### src/rtl/dreq_pkg.sv
`timescale 1ns/1ps
package dreq_pkg;
  typedef enum logic [1:0] {
    CMD_NONE = 2'd0,
    CMD_HS   = 2'd1,
    CMD_TEND = 2'd2,
    CMD_QCLR = 2'd3
  } ch0_cmd_t;

  typedef struct packed {
    logic [1:0] id;
    logic [1:0] mode;
    logic [2:0] size;
  } req_word_t;

  localparam logic [1:0] SEL_EN  = 2'd0;
  localparam logic [1:0] SEL_SRC = 2'd1;
  localparam logic [1:0] SEL_DST = 2'd2;
  localparam logic [1:0] SEL_CNT = 2'd3;
endpackage

### src/rtl/dreq_decode.sv
`timescale 1ns/1ps
module dreq_decode
  import dreq_pkg::*;
#(
  parameter int N_QCH = 3
) (
  input  logic             acc,
  input  req_word_t        word,
  output ch0_cmd_t         cmd,
  output logic [N_QCH-1:0] push
);
  always_comb begin
    cmd = CMD_NONE;
    if (acc && word.id == 2'd0) begin
      if (word.mode == 2'd2 && word.size == 3'd6)
        cmd = CMD_QCLR;
      else if (word.mode != 2'd0 && word.size == 3'd7)
        cmd = CMD_TEND;
      else if (word.mode == 2'd0 && word.size != 3'd5 && word.size != 3'd6)
        cmd = CMD_HS;
    end
  end

  for (genvar k = 0; k < N_QCH; k++) begin : g_push
    assign push[k] = acc && (word.id == 2'(k + 1));
  end
endmodule

### src/rtl/dreq_queue.sv
`timescale 1ns/1ps
module dreq_queue #(
  parameter int DEPTH = 4,
  localparam int CW = $clog2(DEPTH + 1)
) (
  input  logic          clk,
  input  logic          rst,
  input  logic          push,
  input  logic          pop,
  input  logic          clr,
  output logic [CW-1:0] level,
  output logic          ovf
);
  localparam logic [CW-1:0] FULL = CW'(DEPTH);

  logic is_full, is_empty, push_ok, pop_ok;
  assign is_full  = (level == FULL);
  assign is_empty = (level == '0);
  assign push_ok  = push && !is_full;
  assign pop_ok   = pop && !is_empty;

  always_ff @(posedge clk) begin
    if (rst) begin
      level <= '0;
      ovf   <= 1'b0;
    end else begin
      if (clr)
        level <= '0;
      else if (push_ok && !pop_ok)
        level <= level + 1'b1;
      else if (pop_ok && !push_ok)
        level <= level - 1'b1;
      if (push && is_full)
        ovf <= 1'b1;
    end
  end

  // occupancy never exceeds depth
  a_r3_level_bound: assert property (@(posedge clk) disable iff (rst)
    level <= FULL);
  // overflow flag is sticky
  a_r3_ovf_sticky: assert property (@(posedge clk) disable iff (rst)
    ovf |=> ovf);
  // a push into a full queue leaves it full and flags overflow
  a_r3_full_drop: assert property (@(posedge clk) disable iff (rst)
    (push && is_full && !clr && !pop) |=> (ovf && level == FULL));
  // flush empties the queue
  a_r10_clr_empty: assert property (@(posedge clk) disable iff (rst)
    clr |=> level == '0);
endmodule

### src/rtl/dreq_ch0_ctrl.sv
`timescale 1ns/1ps
module dreq_ch0_ctrl
  import dreq_pkg::*;
#(
  parameter int ADDR_W = 32,
  parameter int CNT_W  = 24
) (
  input  logic              clk,
  input  logic              rst,
  input  ch0_cmd_t          cmd,
  input  logic              grant,
  input  logic              done,
  input  logic              freeze_set,
  input  logic              sw_we,
  input  logic [1:0]        sw_sel,
  input  logic [ADDR_W-1:0] sw_wdata,
  output logic              pending,
  output logic              busy,
  output logic              en,
  output logic [ADDR_W-1:0] src,
  output logic [ADDR_W-1:0] dst,
  output logic [CNT_W-1:0]  cnt,
  output logic              frozen
);
  logic hs_acc, tend_acc, qclr, grant_ok, en_wr;
  assign hs_acc   = (cmd == CMD_HS) && en && !busy;
  assign tend_acc = (cmd == CMD_TEND) && !busy;
  assign qclr     = (cmd == CMD_QCLR);
  assign grant_ok = grant && pending;
  assign en_wr    = sw_we && (sw_sel == SEL_EN);

  always_ff @(posedge clk) begin
    if (rst) begin
      pending <= 1'b0;
      busy    <= 1'b0;
      en      <= 1'b0;
      src     <= '0;
      dst     <= '0;
      cnt     <= '0;
      frozen  <= 1'b0;
    end else begin
      if (grant_ok)
        busy <= 1'b1;
      else if (done)
        busy <= 1'b0;

      if (qclr || tend_acc)
        pending <= 1'b0;
      else if (grant_ok)
        pending <= 1'b0;
      else if (hs_acc)
        pending <= 1'b1;

      if (en_wr)
        en <= sw_wdata[0];
      else if (tend_acc)
        en <= 1'b0;

      if (sw_we && sw_sel == SEL_SRC) src <= sw_wdata;
      if (sw_we && sw_sel == SEL_DST) dst <= sw_wdata;
      if (sw_we && sw_sel == SEL_CNT) cnt <= sw_wdata[CNT_W-1:0];

      if (qclr)
        frozen <= 1'b0;
      else if (freeze_set)
        frozen <= 1'b1;
    end
  end

  // handshake during a busy cycle does not create a request
  a_r5_hs_busy_drop: assert property (@(posedge clk) disable iff (rst)
    (cmd == CMD_HS && busy && !pending) |=> !pending);
  // end command while busy keeps the enable
  a_r8_tend_busy_keep: assert property (@(posedge clk) disable iff (rst)
    (cmd == CMD_TEND && busy && en && !sw_we) |=> en);
  // accepted end command clears enable and keeps settings
  a_r7_tend_keep_regs: assert property (@(posedge clk) disable iff (rst)
    (cmd == CMD_TEND && !busy && !sw_we) |=> (!en && !pending && $stable(src) && $stable(dst) && $stable(cnt)));
  // flush clears pending and freeze
  a_r10_qclr: assert property (@(posedge clk) disable iff (rst)
    qclr |=> (!pending && !frozen));
  // enable rises only through a software write
  a_r9_en_rise_sw: assert property (@(posedge clk) disable iff (rst)
    (!en && !en_wr) |=> !en);
  // grant of a pending request starts a busy cycle
  a_r6_grant_busy: assert property (@(posedge clk) disable iff (rst)
    grant_ok |=> (busy && !pending));
endmodule

### src/rtl/dma_req_decoder.sv
`timescale 1ns/1ps
module dma_req_decoder
  import dreq_pkg::*;
#(
  parameter int ADDR_W  = 32,
  parameter int CNT_W   = 24,
  parameter int Q_DEPTH = 4,
  localparam int N_QCH  = 3,
  localparam int QCW    = $clog2(Q_DEPTH + 1)
) (
  input  logic                 clk,
  input  logic                 rst,
  input  logic                 req_valid,
  output logic                 req_ready,
  input  logic [6:0]           req_word,
  input  logic                 ch0_grant,
  input  logic                 ch0_done,
  input  logic [N_QCH-1:0]     q_pop,
  input  logic                 freeze_set,
  input  logic                 sw_we,
  input  logic [1:0]           sw_sel,
  input  logic [ADDR_W-1:0]    sw_wdata,
  output logic                 ch0_req,
  output logic                 ch0_busy,
  output logic                 ch0_en,
  output logic [ADDR_W-1:0]    ch0_src,
  output logic [ADDR_W-1:0]    ch0_dst,
  output logic [CNT_W-1:0]     ch0_cnt,
  output logic                 frozen,
  output logic [N_QCH*QCW-1:0] q_level,
  output logic [N_QCH-1:0]     q_overflow
);
  logic             acc;
  ch0_cmd_t         cmd;
  logic [N_QCH-1:0] push;
  logic             qclr;

  always_ff @(posedge clk) begin
    if (rst) req_ready <= 1'b0;
    else     req_ready <= 1'b1;
  end

  assign acc  = req_valid && req_ready;
  assign qclr = (cmd == CMD_QCLR);

  dreq_decode #(.N_QCH(N_QCH)) u_dec (
    .acc  (acc),
    .word (req_word_t'(req_word)),
    .cmd  (cmd),
    .push (push)
  );

  dreq_ch0_ctrl #(.ADDR_W(ADDR_W), .CNT_W(CNT_W)) u_ch0 (
    .clk        (clk),
    .rst        (rst),
    .cmd        (cmd),
    .grant      (ch0_grant),
    .done       (ch0_done),
    .freeze_set (freeze_set),
    .sw_we      (sw_we),
    .sw_sel     (sw_sel),
    .sw_wdata   (sw_wdata),
    .pending    (ch0_req),
    .busy       (ch0_busy),
    .en         (ch0_en),
    .src        (ch0_src),
    .dst        (ch0_dst),
    .cnt        (ch0_cnt),
    .frozen     (frozen)
  );

  for (genvar k = 0; k < N_QCH; k++) begin : g_q
    dreq_queue #(.DEPTH(Q_DEPTH)) u_q (
      .clk   (clk),
      .rst   (rst),
      .push  (push[k]),
      .pop   (q_pop[k]),
      .clr   (qclr),
      .level (q_level[k*QCW +: QCW]),
      .ovf   (q_overflow[k])
    );
  end

  // no word is taken while not ready
  a_r2_no_acc_unready: assert property (@(posedge clk) disable iff (rst)
    !req_ready |-> !acc);
  // at most one queue is pushed per word
  a_r2_push_onehot: assert property (@(posedge clk) disable iff (rst)
    $onehot0(push));
  // a channel 0 word never pushes a queue
  a_r11_id0_no_push: assert property (@(posedge clk) disable iff (rst)
    (acc && req_word[6:5] == 2'd0) |-> push == '0);
endmodule

### config.mk
export PLATFORM = sky130hd
export DESIGN_NAME = dma_req_decoder
export DESIGN_NICKNAME = d
export VERILOG_FILES = /design/src/rtl/dreq_pkg.sv /design/src/rtl/dreq_decode.sv /design/src/rtl/dreq_queue.sv /design/src/rtl/dreq_ch0_ctrl.sv /design/src/rtl/dma_req_decoder.sv
export SDC_FILE = /design/constraint.sdc
export NUM_CORES = 1
export LEC_CHECK = 0
export BUFFER_PORTS_ARGS = -buffer_cell sky130_fd_sc_hd__buf_2
export CAP_MARGIN = 40
export CORE_MARGIN = 3
export CORE_UTILIZATION = 48
export CTS_CLUSTER_DIAMETER = 40
export DETAILED_ROUTE_END_ITERATION = 16
export GPL_ROUTABILITY_DRIVEN = 0
export PLACE_DENSITY = 0.88
export REMOVE_ABC_BUFFERS = 1
export SYNTH_ARGS = -nofsm -noshare
export SYNTH_HDL_FRONTEND = slang
export SYNTH_SLANG_ARGS = --single-unit
### constraint.sdc
create_clock -name clk -period 2.6 [get_ports clk]
set_clock_uncertainty 0.05 [all_clocks]
set_input_delay 0.26 -clock clk [delete_from_list [all_inputs] [get_ports clk]]
set_output_delay 0.26 -clock clk [all_outputs]
set_load 0.02 [all_outputs]
==> results of run 1 <==
## cell type report
type                            instances  area, um2
Timing Repair Buffer                  167        873
Tap cell                              102        128
Multi-Input combinational cell        347       1660
Fill cell                             711       2860
Sequential cell                       105       2100
Clock inverter                          4       53.8
Inverter                                6       22.5
Clock buffer                           11        141
## metrics by stage
| step | cells | util | total power, uW | area, um2 | worst slack (ns) |
|---|---|---|---|---|---|
| detailed placement | 727 | 0.610 | 2600 | 4790 | 0.409 |
| finish | 742 | 0.635 | 3550 | 4980 | 0.481 |
| floorplan | 458 | - | 2300 | 3780 | 0.529 |
| global route | 742 | 0.635 | 3720 | 4980 | 0.289 |
| global placement | 726 | 0.608 | 2540 | 4770 | 0.517 |
| CTS | 742 | 0.635 | 3580 | 4980 | 0.454 |
## registers in the layout, indices dropped and copies added (netlist names)
register       flops
u_ch0.dst         32
u_ch0.src         32
u_ch0.cnt         24
g_q.u_q.level      9
g_q.u_q.ovf        3
req_ready          1
u_ch0.busy         1
u_ch0.en           1
u_ch0.frozen       1
u_ch0.pending      1
## routing by layer
layer  up-vias  wire, um  GRT usage
li1       1874         -          -
met1      1781      4310      0.258
met2       129      5460      0.410
met3         4       784     0.0480
met4         0        59     0.0619
met5         -         0          0
## layout by cell type, fill, tap and decap left out, drive strengths merged, types with 2 or more instances in the layout
master    netlist  final
mux2i           4      4
nor2           28     28
xor2            6      6
dfxtp         105    105
a211oi          3      3
clkbuf         15     11
nand2b          2      2
buf            17    167
xnor2           3      3
a31oi           4      4
nand3           3      3
nand2         182    182
clkinvlp        0      2
inv             6      6
o31ai           3      3
fa              3      3
ha              3      3
a21oi          91     91
## worst reg2reg max path, cell delays in order (launching register included)
cell	delay (ns)
dfxtp_1	0.37
nand3b_1	0.17
a211oi_1	0.26
ha_1	0.22
inv_1	0.06
fa_1	0.38
xor2_1	0.17
nor2_1	0.13
xnor2_1	0.14
nor2_1	0.06
## logic make-up (layout without fill, tap and decap cells)
family | count (synthesis) | count (layout) | share of synthesized area
AOI/OAI and AO/OA | 105 | 105 | 0.143
and+or+nand+nor | 223 | 223 | 0.223
xor gates and xnor gates | 9 | 9 | 0.0200
DFF | 105 | 105 | 0.535
muxes | 4 | 4 | 0.0102
buffers and inverters | 38 | 188 | 0.0445
adders and majority gates | 6 | 6 | 0.0248
## report_power, final
group / switching (uW) / internal [uW] / total, uW / leakage (uW)
Clock: 521 / 469 / 990 / 0.0000916
Combinational: 442 / 291 / 732 / 0.00131
Sequential: 112 / 1710 / 1820 / 0.000854
## worst max path at each step
stage / from / to / slack, ns / depth (start not counted)
floorplan: g_q[0].u_q.level[0] / g_q[0].u_q.level[2] / 0.53 / 9
global placement: req_word[6] / g_q[0].u_q.level[2] / 0.52 / 10
detailed placement: req_word[6] / g_q[0].u_q.level[2] / 0.41 / 10
CTS: req_ready / g_q[2].u_q.level[2] / 0.45 / 9
global route: req_ready / g_q[2].u_q.level[2] / 0.29 / 9
finish: req_ready / g_q[0].u_q.level[2] / 0.48 / 9
==> results.txt, run 1 <==
status: finished, final reports clean
Ant. Diodes: 0
reg-to-reg startpoint: req_ready
Clk pin slew, worst setup/hold paths: 0.10 ns
GRT overflow: 0
CP Buf/Inv Count: 1
Top cell by count, worst path: nor2_1
endpoints failing hold: 0
Mean Syn Cell Area: 8.03 um2
clk buf depth: 2
hold buffer count at CTS: 0
yosys warns: 0
post-CTS setup buffers: 0
Final #Nets: 693
Seq/Total Area, Yosys: 0.535
Worst Path Max Fanout: 4
worst-margin pin slew: 0.696 ns
TritonCTS buffer count: 9
area of the core: 7850 um2
highest clock rate: 472 MHz
clk sinks: 105
vias in the first global route: 3,595
hold path start: freeze_set
Period minus WS final: 2.12 ns
DR WL/cell: 14.3 um
Leak: 0.00225 uW
top cells by area, synth: dfxtp_1, nand2_1, a21oi_1
WHS Path Cells: 3
Post-Synthesis Cells: 490
chip height: 96.5 um
WS Path Type: flip-flop to flip-flop
synth unique cells: 33
Critical Path, Cell by Cell: nand3b_1 -> a211oi_1 -> ha_1 -> inv_1 -> fa_1 -> xor2_1 -> nor2_1 -> xnor2_1 -> nor2_1
Top-Level Pins: 156
H-tree levels: 3
via count: 3,788
Period Utilization, post-route: 0.815
R2R Setup Slk: 0.48 ns
vias per inst: 5.11
DRC viols: 0
DRT iter0 DRCs: 153
setup TNS: 0 ns
# Max-Cap Violations: 0
R2R depth: 9
CTS tree: done
reg2reg end: g_q[0].u_q.level[2]
first-pass GRT wire length: 16.4 mm
power per cell area: 712 nW/um2
1st-pass router iterations: 4
Rel. slew slack: 0.536
total wire length: 10.6 mm
Worst IR Drop VDD: 462 uV
final max-slew violation count: 0
HPWL after DPL: 7.72 mm
startpoint types: flip-flop
Post-synth EDFFs: 0
most common cell in the netlist: nand2_1
leading area contributor after synthesis: dfxtp_1
initial core utilization: 0.501
layout cells sized above 1: 0.295
Hold Crit Class: input port to flip-flop
Worst path slowest cell: fa_1
die area: 9320 um2
PortBufs: 155
ANT nets after route: 0
Area Overhead vs Synth: 26.7%
Synth top area share: 0.535
post-synthesis instance area: 3930 um2
# rows: 32
Synth Flop Type: dfxtp_1
GRT Total Usage: 0.223
CP Data Required Time: 2.78 ns
CP peak stage delay: 0.38 ns
hold path endpoint: u_ch0.frozen
Arr. time, crit path: 2.30 ns
Chip Width: 96.5 um
CP endpoint kind: flip-flop
Worst path top cell family by delay: adder cells
post-cts sizing count: 0
largest net degree at the start of global routing: 33
final setup vio count: 0
initial antenna violation count: 0
RSZ-0062 raised after global routing: false
synthesis-stage register bit count: 105
Worst-Skew Late Latency: 0.34 ns
hold_ws: 0.0713 ns
root buffer cell: clkbuf_8
asr flop ratio synth: 0
synth cell count leaders: nand2_1, dfxtp_1, a21oi_1
No activity file was read; power rests on OpenSTA's default activity.
==> run 2, diff against run 1 <==
Settings changed: ABC_AREA from default to 1, CORE_UTILIZATION 48 to 44, PLACE_DENSITY 0.88 to 0.85.
Clock period 2.6 ns to 1.7 ns, I/O delays scaled along.
==> run 2 against run 1 <==
Against the previous run: die area up 13%; the run now ends with setup timing left; critical endpoint is now g_q[1].u_q.level[2]; largest power group unchanged; synthesized cell count up 4.5%; core utilization down 1.7 points; total power up 73%; highest routed layer unchanged.
==> results.txt, run 2 <==
top cells by area, synth: dfxtp_1, nor2_1, o21ai_0 (was dfxtp_1, nand2_1, a21oi_1)
TritonCTS buffer count: 9 (unchanged)
Synth Flop Type: dfxtp_1 (unchanged)
Synth top area share: 0.512 (was 0.535)
synth cell count leaders: nor2_1, dfxtp_1, o21ai_0 (was nand2_1, dfxtp_1, a21oi_1)
yosys warns: 0 (unchanged)
Regs by FF count: u_ch0.dst (32), u_ch0.src (32), u_ch0.cnt (24) (unchanged)
RSZ-0062 raised after global routing: true (was false)
Worst Path Max Fanout: 3 (was 4)
die area: 10,500 um2 (was 9320 um2)
Period Utilization, post-route: 1.12 (was 0.815)
Period minus WS final: 1.90 ns (was 2.12 ns)
WS Path Type: flip-flop to flip-flop (unchanged)
vias per inst: 5.19 (was 5.11)
Worst path top cell family by delay: adder cells (unchanged)
Util after Layout: 0.618 (was 0.635)
largest net degree at the start of global routing: 33 (unchanged)
final worst setup slack: -0.199 ns (was 0.481 ns)
CP peak stage delay: 0.36 ns (was 0.38 ns)
Worst IR Drop VDD: 475 uV (was 462 uV)
# Max-Cap Violations: 0 (unchanged)
area of the core: 8890 um2 (was 7850 um2)
vias in the first global route: 4,022 (was 3,595)
root buffer cell: clkbuf_8 (unchanged)
Worst-Skew Late Latency: 0.34 ns (about the same)
startpoint types: flip-flop (unchanged)
Area Overhead vs Synth: 33.8% (was 26.7%)
total wire length: 12.2 mm (was 10.6 mm)
Leak: 0.00271 uW (was 0.00225 uW)
Ant. Diodes: 0 (unchanged)
Worst path slowest cell: fa_2 (was fa_1)
commonest non-fill, non-tap cells in the layout: buf_2, nor2_1, dfxtp_1, o21ai_0, buf_4 (was nand2_1, buf_2, dfxtp_1, a21oi_1, nor2_1)
Critical Path, Cell by Cell: buf_4 -> o31ai_4 -> ha_2 -> inv_2 -> fa_2 -> a21oi_2 -> o21ai_2 -> xor2_1 -> nor2_2 (was nand3b_1 -> a211oi_1 -> ha_1 -> inv_1 -> fa_1 -> xor2_1 -> nor2_1 -> xnor2_1 -> nor2_1)
clk buf depth: 2 (unchanged)
DP Area: 5050 um2 (was 4790 um2)
leading area contributor after synthesis: dfxtp_1 (unchanged)
HPWL after DPL: 8.27 mm (was 7.72 mm)
clk sinks: 105 (unchanged)
CTS tree: done (unchanged)
initial core utilization: 0.462 (was 0.501)
via count: 4,185 (was 3,788)
status: finished, violations left (was finished, final reports clean)
initial antenna violation count: 0 (unchanged)
failing checks: setup timing
most common cell in the netlist: nor2_1 (was nand2_1)
DRC viols: 0 (unchanged)
Seq/Total Area, Yosys: 0.512 (was 0.535)
footprint of the multi-input gates: 1820 um2 (was 1660 um2)
ANT nets after route: 0 (unchanged)
asr flop ratio synth: 0 (unchanged)
final setup vio count: 6 (was 0)
pre-CTS setup slack: -0.375 ns (was 0.409 ns)
GRT Total Usage: 0.227 (was 0.223)
final max-slew violation count: 0 (unchanged)
Hold Crit Class: input port to flip-flop (unchanged)
Rel. slew slack: 0.549 (was 0.536)
first-pass GRT wire length: 19.1 mm (was 16.4 mm)
setup TNS: -0.842 ns (was 0 ns)
Final #Nets: 750 (was 693)
design area: 5500 um2 (was 4980 um2)
CP endpoint kind: flip-flop (unchanged)
# rows: 34 (was 32)
power per cell area: 1120 nW/um2 (was 712 nW/um2)
filler cell count: 762 (was 711)
1st-pass router iterations: 5 (was 4)
Clk pin slew, worst setup/hold paths: 0.10 ns (about the same)
synthesis-stage register bit count: 105 (unchanged)
chip height: 103 um (was 96.5 um)
worst-margin pin slew: 0.676 ns (was 0.696 ns)
Post-synth EDFFs: 0 (unchanged)
GRT overflow: 0 (unchanged)
Post-Synthesis Cells: 512 (was 490)
endpoints failing hold: 0 (unchanged)
Mean Syn Cell Area: 8.03 um2 (about the same)
H-tree levels: 3 (unchanged)
Top-Level Pins: 156 (unchanged)
layout cells sized above 1: 0.371 (was 0.295)
post-synthesis instance area: 4110 um2 (was 3930 um2)
PortBufs: 155 (unchanged)
Arr. time, crit path: 2.09 ns (was 2.30 ns)
Chip Width: 103 um (was 96.5 um)
CP Data Required Time: 1.89 ns (was 2.78 ns)
DRT iter0 DRCs: 164 (was 153)
DR WL/cell: 15.1 um (was 14.3 um)
most common cell after layout, fill and taps aside: buf_2 (was nand2_1)
synth unique cells: 29 (was 33)
register area: 2110 um2 (was 2100 um2)
highest clock rate: 527 MHz (was 472 MHz)
CP Buf/Inv Count: 2 (was 1)
[run 2: layer usage]
layer,global-route usage,wire length [um],up-vias
met2,0.391,6040,189
met3,0.0426,879,26
met1,0.278,4890,1954
met4,0.0979,357,0
met5,0,0,-
li1,-,-,2016
[run 2: report_power, final]
part,internal [uW],total (uW),leakage [uW],switching [uW]
logic,817,1850,0.00175,1030
registers,2660,2810,0.000860,146
clock network,602,1480,0.0000964,881
[run 2: final cells by class]
class / instances / share of cell area
Clock buffer: 11 / 0.0257
Tap cell: 108 / 0.0246
Clock inverter: 5 / 0.00842
Sequential cell: 105 / 0.384
Multi-Input combinational cell: 354 / 0.332
Inverter: 20 / 0.0137
Timing Repair Buffer: 203 / 0.212
[run 2: worst min-delay path, stage by stage]
cell and delay, ns:
buf_2 0.09, nor2_1 0.04, nor2_1 0.08
[run 2: final timing paths]
kind,slack [ns],startpoint,depth (start not counted),endpoint
hold / removal,0.01,sw_wdata[31],3,u_ch0.dst[31]
setup reg to reg,-0.20,g_q[1].u_q.level[2],9,g_q[1].u_q.level[2]
hold reg to reg,0.41,g_q[1].u_q.ovf,2,g_q[1].u_q.ovf
setup / recovery,-0.20,g_q[1].u_q.level[2],9,g_q[1].u_q.level[2]
[run 2: logic make-up (layout without fill, tap and decap cells)]
| logic type | count (synthesis) | in the layout | synth area share |
|---|---|---|---|
| adders and majority gates | 6 | 6 | 0.0238 |
| DFF | 105 | 105 | 0.512 |
| AOI/OAI and AO/OA | 103 | 103 | 0.127 |
| and+or+nand+nor | 236 | 236 | 0.245 |
| muxes | 3 | 3 | 0.00731 |
| xor gates and xnor gates | 6 | 6 | 0.0128 |
| buffers and inverters | 53 | 239 | 0.0722 |
[run 2: stage by stage]
stage          total power (uW)  instances  hold WS, ns
2_1_floorplan              3700        479        0.189
3_5_place_dp               4410        775        0.353
3_3_place_gp               4320        775        0.350
4_1_cts                    6010        804    0.0000861
5_1_grt                    6470        806       0.0180
6_report                   6140        806       0.0147
[run 2: timing repair]
| item | in CTS | in global routing |
|---|---|---|
| setup buffers | 4 | 1 |
| setup endpoints to repair | 7 | 7 |
| hold endpoints to repair | 12 | 1 |
| pin swaps | 22 | 14 |
| hold buffers | 9 | 1 |
| resized for setup | 29 | 12 |
==> run 3, diff against run 2 <==
Settings changed: ABC_AREA 1 to default, CORE_UTILIZATION 44 to 35, PLACE_DENSITY 0.85 to 0.72.
==> run 3 against run 2 <==
Against the previous run: the flow still finishes with violations (setup timing); non-clock buffer count up 14; wire length fell by 3.1%; register-to-register slack got worse by 0.06 ns; final area is 1.8% higher; sequential share of layout area decreased by 0.52 points; flip-flop and latch count did not move; via count down 3.6%; die area grew 19%; first-iteration DRC count rose by 93%; fmax fell by 3.0%; setup slack got worse by 0.058 ns; count of clock-buffer cells in the layout up 1; critical path type unchanged; largest power group unchanged; highest routed layer unchanged.
==> results.txt, run 3 (synthesized netlist as in run 1, its figures left out) <==
WHS Path Cells: 3 (unchanged)
vias in the first global route: 3,968 (was 4,022)
Final #Nets: 743 (was 750)
GRT overflow: 0 (unchanged)
ANT nets after route: 0 (unchanged)
Arr. time, crit path: 2.16 ns (was 2.09 ns)
clock power share: 0.290 (was 0.242)
chip height: 112 um (was 103 um)
metal2 WL: 5.79 mm (was 6.04 mm)
power per cell area: 1080 nW/um2 (was 1120 nW/um2)
H-tree levels: 3 (unchanged)
first-pass GRT wire length: 18.9 mm (was 19.1 mm)
Comb power frac: 0.247 (was 0.301)
most common cell after layout, fill and taps aside: nand2_1 (was buf_2)
clk buf depth: 2 (unchanged)
Rel. slew slack: 0.508 (was 0.549)
Switching Share: 0.298 (was 0.335)
final worst setup slack: -0.257 ns (was -0.199 ns)
vias per inst: 4.86 (was 5.19)
Clk pin slew, worst setup/hold paths: 0.10 ns (about the same)
design area: 5600 um2 (was 5500 um2)
final max-slew violation count: 0 (unchanged)
DRT iter0 DRCs: 316 (was 164)
GRT Total Usage: 0.184 (was 0.227)
# rows: 38 (was 34)
clk sinks: 105 (unchanged)
CTS tree: done (unchanged)
Period minus WS final: 1.96 ns (was 1.90 ns)
Top-Level Pins: 156 (unchanged)
endpoints failing hold: 0 (unchanged)
Chip Width: 112 um (was 103 um)
filler cell count: 1,017 (was 762)
layout cells sized above 1: 0.339 (was 0.371)
Area Overhead vs Synth: 42.3% (was 33.8%)
Top Metal Used: met4 (unchanged)
WS Path Type: flip-flop to flip-flop (unchanged)
met1 wire length: 4.91 mm (was 4.89 mm)
CP endpoint kind: flip-flop (unchanged)
failing checks: setup timing (unchanged)
Ant. Diodes: 0 (unchanged)
total wire length: 11.8 mm (was 12.2 mm)
root buffer cell: clkbuf_8 (unchanged)
commonest non-fill, non-tap cells in the layout: nand2_1, buf_2, dfxtp_1, a21oi_1, buf_4 (was buf_2, nor2_1, dfxtp_1, o21ai_0, buf_4)
initial core utilization: 0.361 (was 0.462)
die area: 12,500 um2 (was 10,500 um2)
pre-CTS setup slack: -0.353 ns (was -0.375 ns)
Worst IR Drop VDD: 646 uV (was 475 uV)
Util after Layout: 0.514 (was 0.618)
largest net degree at the start of global routing: 62 (was 33)
worst-margin pin slew: 0.737 ns (was 0.676 ns)
startpoint types: flip-flop (unchanged)
Int Pwr: 4230 uW (was 4080 uW)
Hold Crit Class: input port to flip-flop (unchanged)
1st-pass router iterations: 5 (unchanged)
DP Area: 4940 um2 (was 5050 um2)
hold_ws: 0.0252 ns (was 0.0147 ns)
status: finished, violations left (unchanged)
initial antenna violation count: 0 (unchanged)
Regs by FF count: u_ch0.dst (32), u_ch0.src (32), u_ch0.cnt (24) (unchanged)
switching pwr: 1800 uW (was 2060 uW)
RSZ-0062 raised after global routing: true (unchanged)
CP Data Required Time: 1.90 ns (was 1.89 ns)
# Max-Cap Violations: 0 (unchanged)
DRC viols: 0 (unchanged)
Period Utilization, post-route: 1.15 (was 1.12)
Seq pwr share: 0.462 (was 0.457)
met3 routed WL: 934 um (was 879 um)
DR WL/cell: 14.2 um (was 15.1 um)
Worst-Skew Late Latency: 0.36 ns (was 0.34 ns)
R2R Setup Slk: -0.26 ns (was -0.20 ns)
area of the core: 10,900 um2 (was 8890 um2)
R2R depth: 9 (unchanged)
highest clock rate: 511 MHz (was 527 MHz)
TritonCTS buffer count: 9 (unchanged)
HPWL after DPL: 8.07 mm (was 8.27 mm)
via count: 4,036 (was 4,185)
PortBufs: 155 (unchanged)
Worst Path Max Fanout: 3 (unchanged)
Leak: 0.00250 uW (was 0.00271 uW)
final setup vio count: 6 (unchanged)
[run 3: cell count changes in the layout (fill, tap and decap cells not counted), sizes merged, moves of 4 or more]
cell and change:
o21ai -68, a31oi +4, nand2 +141, a21oi +60, dlygate4sd3 +20, nor2 -127, inv -16, buf -6
nand3 -27
[run 3: power groups by stage]
stage	Clock (uW)	Combinational [uW]	Sequential (uW)
floorplan	0	510	3010
global placement	0	1240	2780
detailed placement	0	1290	2800
CTS	1800	1450	2780
global route	1900	1620	2810
finish	1750	1490	2790
[run 3: layout make-up]
| type | count | area (um2) | share of cell area |
|---|---|---|---|
| multi-input combinational | 347 | 1720 | 0.307 |
| clock inverter | 4 | 75.1 | 0.0134 |
| clock buffer | 12 | 155 | 0.0277 |
| sequential | 105 | 2120 | 0.379 |
| inverter | 6 | 22.5 | 0.00403 |
| timing repair buffer | 217 | 1330 | 0.237 |
| tap | 140 | 175 | 0.0313 |
[run 3: routing by layer]
layer,up-vias,track usage
met5,-,0
li1,1973,-
met2,164,0.317
met1,1881,0.224
met3,18,0.0440
met4,0,0.0641
[run 3: critical path, cell delays in order, from the launching register on]
cell and delay (ns):
dfxtp_2 0.37, nand3b_1 0.14, a211oi_2 0.20, ha_2 0.23, inv_2 0.04, fa_2 0.33
xor2_1 0.16, nor2_1 0.13, xnor2_1 0.13, nor2_1 0.06
[run 3: path summary, 6_finish.rpt]
check | endpoint | from
min | u_ch0.src[8] | sw_wdata[8]
max reg2reg | g_q[0].u_q.level[2] | req_ready
max | g_q[0].u_q.level[2] | req_ready
min reg2reg | u_ch0.src[30] | u_ch0.src[30]
[run 3: through the flow]
stage | total power, uW | setup TNS [ns] | cells
finish | 6020 | -0.649 | 831
global route | 6330 | -1.26 | 831
CTS | 6030 | -0.492 | 827
detailed placement | 4090 | -1.37 | 778
global placement | 4020 | -0.805 | 778
floorplan | 3520 | -1.55 | 458
[run 3: repair_timing]
item	CTS	global route
setup buffers	3	4
setup endpoints to repair	6	6
hold buffers	30	0
endpoints found under the hold margin	66	0
resized for setup	25	3
pin swaps	7	2
